`config.mk`:
```
export PLATFORM = sky130hd
export DESIGN_NAME = hbus_xact_engine
export DESIGN_NICKNAME = d
export VERILOG_FILES = /design/src/rtl/hbx_pkg.sv /design/src/rtl/hbx_ca_build.sv /design/src/rtl/hbx_swap.sv /design/src/rtl/hbx_seq.sv /design/src/rtl/hbus_xact_engine.sv
export SDC_FILE = /design/constraint.sdc
export NUM_CORES = 1
export LEC_CHECK = 0
export CORE_MARGIN = 2
export CORE_UTILIZATION = 46
export DETAILED_ROUTE_END_ITERATION = 12
export HOLD_SLACK_MARGIN = 0.03
export PLACE_DENSITY = 0.74
export SLEW_MARGIN = 15
export SYNTH_ARGS = -nofsm -noshare
export SYNTH_HDL_FRONTEND = slang
export SYNTH_HIERARCHICAL = 1
export SYNTH_SLANG_ARGS = --single-unit
```
`constraint.sdc`:
```
create_clock -name clk -period 5.15 [get_ports clk]
set_input_delay 1.03 -clock clk [delete_from_list [all_inputs] [get_ports clk]]
set_output_delay 1.03 -clock clk [all_outputs]
set_load 0.1 [all_outputs]
```
`src/rtl/hbx_pkg.sv`:
```
package hbx_pkg;
  localparam int WORD_W    = 16;
  localparam int MAX_WORDS = 4;
  localparam int HDR_W     = 48;
  localparam int HDR_BEATS = HDR_W / WORD_W;

  typedef enum logic [1:0] {ST_IDLE, ST_HDR, ST_WAIT, ST_XFER} hbx_state_e;

  // index of the final data word for a size code
  function automatic logic [1:0] size_to_last(input logic [1:0] sz);
    case (sz)
      2'b00:   return 2'd0;
      2'b01:   return 2'd1;
      default: return 2'd3;
    endcase
  endfunction
endpackage

```
`src/rtl/hbx_ca_build.sv`:
```
module hbx_ca_build #(
  parameter int ADDR_W = 25
) (
  input  logic                     rd,
  input  logic                     reg_space,
  input  logic                     linear,
  input  logic [ADDR_W-1:0]        byte_addr,
  output logic [hbx_pkg::HDR_W-1:0] hdr
);
  localparam int WA_W = ADDR_W - 1;
  localparam int HI_W = 29;

  logic [WA_W-1:0] waddr;
  logic [HI_W-1:0] upper;

  assign waddr = WA_W'(byte_addr >> 1);
  assign upper = HI_W'(waddr >> 3);

  always_comb begin
    hdr         = '0;
    hdr[47]     = rd;
    hdr[46]     = reg_space;
    hdr[45]     = linear;
    hdr[44:16]  = upper;
    hdr[2:0]    = waddr[2:0];
  end
endmodule

```
`src/rtl/hbx_swap.sv`:
```
module hbx_swap #(
  parameter int NW = 4
) (
  input  logic                        en,
  input  logic [hbx_pkg::WORD_W*NW-1:0] din,
  output logic [hbx_pkg::WORD_W*NW-1:0] dout
);
  localparam int W = hbx_pkg::WORD_W;

  for (genvar i = 0; i < NW; i++) begin : g_word
    assign dout[i*W +: W] = en ? {din[i*W +: 8], din[i*W+8 +: 8]} : din[i*W +: W];
  end
endmodule

```
`src/rtl/hbx_seq.sv`:
```
module hbx_seq #(
  parameter int DUMMY_CYC = 14,
  parameter int CNT_W     = 4
) (
  input  logic             clk,
  input  logic             rst,
  input  logic             start,
  input  logic             rd_q,
  input  logic [1:0]       last_idx,
  output logic             accept,
  output logic             shift_en,
  output logic             cap_en,
  output logic [CNT_W-1:0] cnt,
  output logic             done,
  output logic             cs_n,
  output logic             ck_en,
  output logic             oe
);
  import hbx_pkg::*;

  hbx_state_e       state_q, state_d;
  logic [CNT_W-1:0] cnt_q, cnt_d;
  logic             done_q, cs_n_q, ck_en_q, oe_q;

  always_comb begin
    state_d = state_q;
    cnt_d   = cnt_q;
    unique case (state_q)
      ST_IDLE: if (start) begin
        state_d = ST_HDR;
        cnt_d   = '0;
      end
      ST_HDR: begin
        if (cnt_q == CNT_W'(HDR_BEATS - 1)) begin
          cnt_d   = '0;
          state_d = (rd_q && (DUMMY_CYC > 0)) ? ST_WAIT : ST_XFER;
        end else begin
          cnt_d = cnt_q + 1'b1;
        end
      end
      ST_WAIT: begin
        if (cnt_q == CNT_W'(DUMMY_CYC - 1)) begin
          cnt_d   = '0;
          state_d = ST_XFER;
        end else begin
          cnt_d = cnt_q + 1'b1;
        end
      end
      ST_XFER: begin
        if (cnt_q == CNT_W'(last_idx)) begin
          cnt_d   = '0;
          state_d = ST_IDLE;
        end else begin
          cnt_d = cnt_q + 1'b1;
        end
      end
      default: begin
        state_d = ST_IDLE;
        cnt_d   = '0;
      end
    endcase
  end

  always_ff @(posedge clk) begin
    if (rst) begin
      state_q <= ST_IDLE;
      cnt_q   <= '0;
      done_q  <= 1'b1;
      cs_n_q  <= 1'b1;
      ck_en_q <= 1'b0;
      oe_q    <= 1'b0;
    end else begin
      state_q <= state_d;
      cnt_q   <= cnt_d;
      done_q  <= (state_d == ST_IDLE);
      cs_n_q  <= (state_d == ST_IDLE);
      ck_en_q <= (state_d != ST_IDLE);
      oe_q    <= (state_d == ST_HDR) || ((state_d == ST_XFER) && !rd_q);
    end
  end

  assign accept   = (state_q == ST_IDLE) && start;
  assign shift_en = (state_q == ST_HDR) || ((state_q == ST_XFER) && !rd_q);
  assign cap_en   = (state_q == ST_XFER) && rd_q;
  assign cnt      = cnt_q;
  assign done     = done_q;
  assign cs_n     = cs_n_q;
  assign ck_en    = ck_en_q;
  assign oe       = oe_q;


  wait_quiet_chk: assert property (@(posedge clk) disable iff (rst)
    (state_q == ST_WAIT) |-> (!oe_q && !cs_n_q));


  busy_state_chk: assert property (@(posedge clk) disable iff (rst)
    (state_q != ST_IDLE) |-> !done_q);
endmodule

```
`src/rtl/hbus_xact_engine.sv`:
```
module hbus_xact_engine #(
  parameter int ADDR_W    = 25,
  parameter int DUMMY_CYC = 14
) (
  input  logic              clk,
  input  logic              rst,
  input  logic              start,
  input  logic              req_read,
  input  logic              req_reg_space,
  input  logic              req_linear,
  input  logic [ADDR_W-1:0] req_addr,
  input  logic [1:0]        req_size,
  input  logic [63:0]       req_wdata,
  output logic              done,
  output logic [63:0]       rdata,
  output logic              bus_cs_n,
  output logic              bus_ck_en,
  output logic              bus_oe,
  output logic [15:0]       bus_dout,
  input  logic [15:0]       bus_din
);
  import hbx_pkg::*;

  localparam int DATA_W  = WORD_W * MAX_WORDS;
  localparam int SH_W    = HDR_W + DATA_W;
  localparam int CNT_MAX = (DUMMY_CYC > MAX_WORDS) ? DUMMY_CYC : MAX_WORDS;
  localparam int CNT_W   = $clog2(CNT_MAX + 1);

  logic [HDR_W-1:0]  hdr_w;
  logic [DATA_W-1:0] wsw, wr_ord;
  logic [WORD_W-1:0] din_sw;
  logic [SH_W-1:0]   sh_q;
  logic              rd_q, reg_q;
  logic [1:0]        last_q;
  logic [DATA_W-1:0] rdata_q;
  logic              accept, shift_en, cap_en;
  logic [CNT_W-1:0]  cnt;

  hbx_ca_build #(.ADDR_W(ADDR_W)) u_ca (
    .rd        (req_read),
    .reg_space (req_reg_space),
    .linear    (req_linear),
    .byte_addr (req_addr),
    .hdr       (hdr_w)
  );

  hbx_swap #(.NW(MAX_WORDS)) u_wswap (
    .en   (req_reg_space),
    .din  (req_wdata),
    .dout (wsw)
  );

  hbx_swap #(.NW(1)) u_rswap (
    .en   (reg_q),
    .din  (bus_din),
    .dout (din_sw)
  );

  // word 0 ends up at the top of the data section, next to the header
  always_comb begin
    for (int i = 0; i < MAX_WORDS; i++) begin
      wr_ord[(MAX_WORDS-1-i)*WORD_W +: WORD_W] = wsw[i*WORD_W +: WORD_W];
    end
  end

  hbx_seq #(.DUMMY_CYC(DUMMY_CYC), .CNT_W(CNT_W)) u_seq (
    .clk      (clk),
    .rst      (rst),
    .start    (start),
    .rd_q     (rd_q),
    .last_idx (last_q),
    .accept   (accept),
    .shift_en (shift_en),
    .cap_en   (cap_en),
    .cnt      (cnt),
    .done     (done),
    .cs_n     (bus_cs_n),
    .ck_en    (bus_ck_en),
    .oe       (bus_oe)
  );

  always_ff @(posedge clk) begin
    if (rst) begin
      sh_q    <= '0;
      rd_q    <= 1'b0;
      reg_q   <= 1'b0;
      last_q  <= 2'd0;
      rdata_q <= '0;
    end else if (accept) begin
      sh_q    <= {hdr_w, wr_ord};
      rd_q    <= req_read;
      reg_q   <= req_reg_space;
      last_q  <= size_to_last(req_size);
      rdata_q <= '0;
    end else begin
      if (shift_en) begin
        sh_q <= {sh_q[SH_W-WORD_W-1:0], {WORD_W{1'b0}}};
      end
      if (cap_en) begin
        for (int k = 0; k < MAX_WORDS; k++) begin
          if (cnt == CNT_W'(k)) rdata_q[k*WORD_W +: WORD_W] <= din_sw;
        end
      end
    end
  end

  assign bus_dout = sh_q[SH_W-1 -: WORD_W];
  assign rdata    = rdata_q;


  idle_cs_chk: assert property (@(posedge clk) disable iff (rst)
    done |-> bus_cs_n);


  ck_cs_chk: assert property (@(posedge clk) disable iff (rst)
    bus_ck_en != bus_cs_n);


  oe_in_cs_chk: assert property (@(posedge clk) disable iff (rst)
    bus_oe |-> !bus_cs_n);


  hold_req_chk: assert property (@(posedge clk) disable iff (rst)
    !done |=> ($stable(rd_q) && $stable(reg_q) && $stable(last_q)));
endmodule

```
==> parameters.txt, run 1 <==
Parameter                              Value

CTS
  Post CTS Setup Buffer Count ... 0
  Root buffer selected by CTS ... sky130_fd_sc_hd__clkbuf_16
  Clock Latency Late Sink ... ~440 ps
  TritonCTS Buffers ... 17
  Count of cells resized by post-cts repair ... 0
  Clock sink count ... 189
  H-tree lvl count ... 4
  CTS tree ... yes
  Clock transition time at the flip-flop clock pins of the worst setup and hold paths ... roughly 70 ps
  Buffer levels on the longest clock path ... 2
  Hold_buf cts ... 0

Routing
  Number of design rule violations left after detail routing ... 0
  Post-DRT Antenna Nets ... 0
  Drt first pass iters ... 4
  Violation count after the first detailed-routing iteration ... 339
  Final wirelength ... ~21 mm
  Overall via count from detail_route ... 6706
  Wire length per cell ... 15.8 um
  Vias per cell ... between 4 and 5

Global route
  Antenna violations before repair ... 1
  Met1 Resource Use GR ... 22.7%
  GRT met3 Usage ... between 4 and 5%
  Global Route Usage Sum ... 18.3%
  Vias in the first global route ... between 6000 and 7000
  Pin count of the biggest net entering global routing ... 122
  Residual overflow from global routing ... 0
  Global routing usage on met2 ... 31.1%
  GRT Max-Usage Layer ... met2
  Wire length of the first global-routing pass ... 32.5 mm

Floorplan
  Ports placed on the boundary ... 197
  Height of the chip ... ~150 um
  Placeable core region ... 21200 um2
  Area enclosed by the die boundary ... 22900 um2
  Core Rows ... 53
  Initial core utilization ... 47.2%
  Overall die width ... 151 um

Timing
  Number of setup violations in the final report ... 0
  Aggregate negative setup slack ... 0 ps
  Share of the cycle needed by the critical path after routing ... 57.8%
  Hold violation count in the final report ... 0
  Final Critical Period ... 2980 ps
  Clock skew ... 13.5 ps
  Worst slew pin tran ... 1110 ps
  Setup repair after global routing missed its margin ... false
  Count of pins over their slew limit ... 0
  Max frequency ... 336 MHz
  Worst max-slew margin expressed relative to the limit ... 25.7%

Power and ir drop
  Maximum vdd ir drop ... 0.000191 V
  Leakage power ... 5.13 nW
  Pwr Total ... 3.98 mW
  Power density over the cells ... approximately 330 nW/um2

Synth
  Cell area after synthesis ... 9980 um2
  Synth async-reset ratio ... 0%
  Number of distinct standard cells referenced by the synthesized netlist ... 47
  Sequential cell area fraction in the yosys report ... 37.9%
  Gate count of the mapped netlist ... 944
  Primary flip-flop cell chosen by synthesis mapping ... sky130_fd_sc_hd__dfxtp_1
  Dominant cell type by area after synthesis ... sky130_fd_sc_hd__dfxtp_1
  EDFF count, synth ... 0
  Number of synthesized register bits ... 189
  Top area cells in the synthesized netlist ... sky130_fd_sc_hd__dfxtp_1 (38%), sky130_fd_sc_hd__mux2i_1 (16%), sky130_fd_sc_hd__mux2_2 (12%)
  Avg Cell Area, Syn ... 10.6 um2
  Synth warnings ... 6
  Share of Yosys cell area claimed by the top area cell type ... between 30% and 40%

Critical path
  Worst reg2reg path depth ... 5
  Startpoint types ... register
  Worst Setup EP ... rdata[55]
  Critical path launch point ... rdata[55]
  Required time at the worst-slack endpoint ... 4120 ps
  Maximum fanout count along the critical path ... 2
  Library cell contributing the largest single delay on the critical path ... sky130_fd_sc_hd__clkdlybuf4s50_1
  R2R setup slack ... 2530 ps
  Critical Path Sink Type ... output port
  Critical path start-end classification ... register to output port
  CP cell instances ... clkdlybuf4s50_1
  Number of cells on the critical path ... 1
  Max stage delay on crit path ... 1150 ps
  Largest delay contributor family on the critical path ... buffers and inverters
  Reg2reg end ... sh_q[102]
  Count of buffering cells on the critical path with inverters included ... 1
  Worst flop-to-flop path startpoint ... u_seq/state_q[0]
  Endpoint arrival time on the critical path ... 1950 ps

Cells and area
  Number of fill cells in the layout ... 1876
  Multi-input logic area ... 5350 um2
  Most common cell after layout, fill and taps aside ... sky130_fd_sc_hd__clkdlybuf4s50_1
  Footprint of the flip-flops and latches ... 3780 um2
  Area growth from synthesis to final layout ... 21.5%
  Most used cells in the layout excluding fill and tap cells ... sky130_fd_sc_hd__clkdlybuf4s50_1 (193), sky130_fd_sc_hd__dfxtp_1 (189), sky130_fd_sc_hd__mux2i_1 (163)
  N_diodes ... 0
  Layout net count ... ~1200
  Fraction of layout cells with a size suffix above 1 ... 22.0%

Job
  # Max-Cap Violations ... 0

Outcome
  Run status ... complete, no violations

Placed design
  Dpl hpwl ... 14.8 mm
  Final GP Congestion ... just under 0.8
  I/O Buffers ... slightly below 200

Worst hold path
  Path category of the worst min-delay check ... register to register
worst min path at each step:
stage,start,end,cells after the start,slack (ps)
global route,rdata[48],rdata[48],2,470
detailed placement,rdata[7],rdata[7],2,450
finish,rdata[9],rdata[9],2,460
CTS,rdata[7],rdata[7],2,460
global placement,rdata[5],rdata[5],2,440
floorplan,reg_q,reg_q,2,480
logic make-up after synthesis:
logic type	synth area share (%)
multiplexers	38.8
AND/OR/NAND/NOR	11.1
flip-flops	37.9
buffers and inverters	9.47
AO/OA/AOI/OAI	1.94
adder cells (fa/ha/maj)	0.376
XOR/XNOR	0.326
other	0.0376
where the power goes:
| part | leakage (nW) | internal, mW | switching (mW) |
|---|---|---|---|
| clock network | 0.297 | 0.795 | 0.580 |
| registers | 1.54 | 1.57 | 0.0798 |
| logic | 3.29 | 0.456 | 0.499 |
| total | 5.13 | 2.82 | 1.16 |
registers in the layout, summed over array words and instances (netlist names):
name           count
rdata             64
sh_q             112
u_seq/cs_n         1
reg_q              1
last_q             2
u_seq/oe           1
u_seq/ck_en        1
u_seq/state_q      2
u_seq/cnt          4
rd_q               1
stage by stage:
step           cells  hold WS [ps]  worst slack (ps)  cell area [um2]  utilization, %
2_1_floorplan    964           484              2760            10100               -
3_3_place_gp    1312           443              2160            11500            54.4
3_5_place_dp    1312           448              2160            11500            54.4
4_1_cts         1344           459              2130            12100            57.4
5_1_grt         1344           472              2110            12100            57.4
6_report        1344           459              2170            12100            57.4
synthesized netlist by cell type (2+ instances only):
| cell | count |
|---|---|
| sky130_fd_sc_hd__dfxtp_1 | 189 |
| sky130_fd_sc_hd__mux2i_1 | 163 |
| sky130_fd_sc_hd__nor2_1 | 123 |
| sky130_fd_sc_hd__mux2_2 | 106 |
| sky130_fd_sc_hd__nand2_1 | 84 |
| sky130_fd_sc_hd__mux2_4 | 70 |
| sky130_fd_sc_hd__buf_4 | 68 |
| sky130_fd_sc_hd__buf_2 | 25 |
| sky130_fd_sc_hd__clkbuf_1 | 24 |
| sky130_fd_sc_hd__a21oi_1 | 18 |
| sky130_fd_sc_hd__nor3b_1 | 16 |
| sky130_fd_sc_hd__buf_12 | 8 |
| sky130_fd_sc_hd__buf_6 | 4 |
| sky130_fd_sc_hd__inv_1 | 4 |
| sky130_fd_sc_hd__ha_1 | 3 |
| sky130_fd_sc_hd__a221oi_1 | 2 |
| sky130_fd_sc_hd__a31oi_1 | 2 |
| sky130_fd_sc_hd__nand2b_1 | 2 |
| sky130_fd_sc_hd__nand3_1 | 2 |
| sky130_fd_sc_hd__nor4_2 | 2 |
| sky130_fd_sc_hd__or3_1 | 2 |
| sky130_fd_sc_hd__xnor2_2 | 2 |
routing by layer:
metal	vias up	part of all wire, %
met5	-	0
met4	0	0.99
met3	15	6.3
met2	174	47
met1	3132	46
li1	3385	-
layout make-up:
cell class                 count  share of cell area [%]
sequential                   189                    31.2
tap                          275                    2.84
timing repair buffer         202                    16.7
inverter                       4                   0.124
clock inverter                12                    1.31
multi-input combinational    642                    44.1
clock buffer                  20                    3.76
Power figures use the tool's default switching activity.
==> run 2: changes to the inputs <==
- clock period: 5.15 -> 2.9 ns (I/O delays scaled with it)
==> parameters.txt, run 2 (synthesis gave the netlist of run 1 again) <==
Parameter                              Value

Outcome
  Run status ... complete, no violations

Cells and area
  Most used cells in the layout excluding fill and tap cells ... sky130_fd_sc_hd__dfxtp_1 (189), sky130_fd_sc_hd__mux2i_1 (163), sky130_fd_sc_hd__nor2_1 (122)
  Largest Register ... sh_q
  Number of fill cells in the layout ... 1797
  Fraction of layout cells with a size suffix above 1 ... 30.2%
  Footprint of the flip-flops and latches ... 3780 um2
  Flip-flop count of the largest register, all copies and words added ... 112
  N_diodes ... 0
  Layout net count ... 1177
  Most common cell after layout, fill and taps aside ... sky130_fd_sc_hd__dfxtp_1
  Multi-input logic area ... ~5400 um2
  Area growth from synthesis to final layout ... 19.8%
  Number of standard cells in the final layout excluding fillers ... 1349

Timing
  WHS ... 460 ps
  Count of pins over their slew limit ... 0
  Clock skew ... 6.28 ps
  Setup repair after global routing missed its margin ... false
  Number of setup violations in the final report ... 0
  Max frequency ... 412 MHz
  Share of the cycle needed by the critical path after routing ... 83.7%
  Aggregate negative setup slack ... 0 ps
  Worst max-slew margin expressed relative to the limit ... between 30% and 40%
  Final Critical Period ... between 2000 and 2500 ps
  Hold violation count in the final report ... 0
  Worst slew pin tran ... 1040 ps

Global route
  Global routing usage on met2 ... 30.5%
  Pin count of the biggest net entering global routing ... 134
  Residual overflow from global routing ... 0
  Global Route Usage Sum ... a little under a fifth
  Met1 Resource Use GR ... 23.3%
  GRT met3 Usage ... 4.43%
  Vias in the first global route ... 6394
  Wire length of the first global-routing pass ... 32.6 mm
  GRT Max-Usage Layer ... met2
  Antenna violations before repair ... 1

Worst hold path
  Cell depth of the worst hold path ... 2
  Startpoint of the lowest-slack hold path ... rdata[15]
  Path category of the worst min-delay check ... register to register
  Hold Crit Endpoint ... rdata[15]

CTS
  Root buffer selected by CTS ... sky130_fd_sc_hd__clkbuf_16
  Hold_buf cts ... 0
  Buffer levels on the longest clock path ... 2
  H-tree lvl count ... 4
  CTS tree ... yes
  Post CTS Setup Buffer Count ... 0
  Count of cells resized by post-cts repair ... 0
  Clock sink count ... between 150 and 200
  Clock Latency Late Sink ... 430 ps
  Clock transition time at the flip-flop clock pins of the worst setup and hold paths ... 60 ps
  TritonCTS Buffers ... 17

Critical path
  Worst reg2reg path depth ... 6
  Worst flop-to-flop path startpoint ... u_seq/state_q[1]
  Critical path start-end classification ... register to register
  Endpoint arrival time on the critical path ... 2770 ps
  Maximum fanout count along the critical path ... 49
  Required time at the worst-slack endpoint ... 3240 ps
  Startpoint types ... register
  R2R setup slack ... between 400 and 500 ps
  Reg2reg end ... rdata[35]
  Critical Path Sink Type ... register

Floorplan
  Overall die width ... 151 um
  Height of the chip ... 151 um
  Area enclosed by the die boundary ... about 23000 um2
  Placeable core region ... 21200 um2
  Initial core utilization ... about 47%
  Ports placed on the boundary ... slightly below 200
  Core Rows ... 53

Routing
  Post-DRT Antenna Nets ... 0
  Violation count after the first detailed-routing iteration ... a little under 300
  Vias per cell ... between 5 and 6
  Drt first pass iters ... 4
  Number of design rule violations left after detail routing ... 0
  Final wirelength ... 21.4 mm
  Wire length per cell ... about 16 um
  Overall via count from detail_route ... 6811

Power and ir drop
  Leakage power ... 5.30 nW
  Power density over the cells ... 580 nW/um2
  Maximum vdd ir drop ... 0.000360 V

Placed design
  Dpl hpwl ... 14.9 mm
  I/O Buffers ... 195
  Cell total after placement ... ~1300
  Final GP Congestion ... 0.808

Job
  # Max-Cap Violations ... 0
run 2: cell types whose count changed in the layout (fill, tap and decap cells not counted), sizes merged:
cell / change
buf: +89
bufinv: -1
clkbuf: -1
clkdlybuf4s50: -84
clkinv: -1
clkinvlp: +3
run 2: layout make-up:
class	count	share of cell area [%]
multi-input combinational	642	44.7
sequential	189	31.6
timing repair buffer	207	15.8
clock buffer	19	3.70
tap	275	2.88
clock inverter	13	1.16
inverter	4	0.125
run 2: per-stage QoR:
step	setup WS, ps	total power [mW]	area (um2)	utilization, %
6_report	472	6.94	12000	56.6
2_1_floorplan	964	4.35	10100	-
5_1_grt	203	7.26	12000	56.6
3_3_place_gp	201	4.66	11400	53.8
4_1_cts	477	7.02	12000	56.6
3_5_place_dp	134	4.69	11400	53.8
run 2: how the worst max path moves through the flow:
stage	cells past startpoint	startpoint	to
floorplan	1	u_seq/cs_n	done
global placement	6	start	rdata[3]
detailed placement	6	start	rdata[35]
CTS	6	u_seq/state_q[1]	rdata[35]
global route	6	u_seq/state_q[1]	rdata[35]
finish	6	u_seq/state_q[1]	rdata[35]
run 2: power by group:
part,switching [mW],internal (mW),leakage [nW],total (mW)
clock network,1.01,1.30,0.272,2.31
logic,0.895,0.813,3.49,1.71
registers,0.140,2.79,1.54,2.93
run 2: routing by layer:
metal / part of all wire [%] / vias up
met2: 47 / 199
met1: 46 / 3194
li1: - / 3394
met4: 1.2 / 2
met5: 0.061 / -
met3: 6.5 / 22
run 2: critical path: stages, from the launching register on:
cell and delay (ps):
sky130_fd_sc_hd__dfxtp_1 520, sky130_fd_sc_hd__nor2_1 150, sky130_fd_sc_hd__and2_4 210, sky130_fd_sc_hd__nor2_4 800, sky130_fd_sc_hd__buf_4 340, sky130_fd_sc_hd__nand2_1 130, sky130_fd_sc_hd__mux2i_1 160
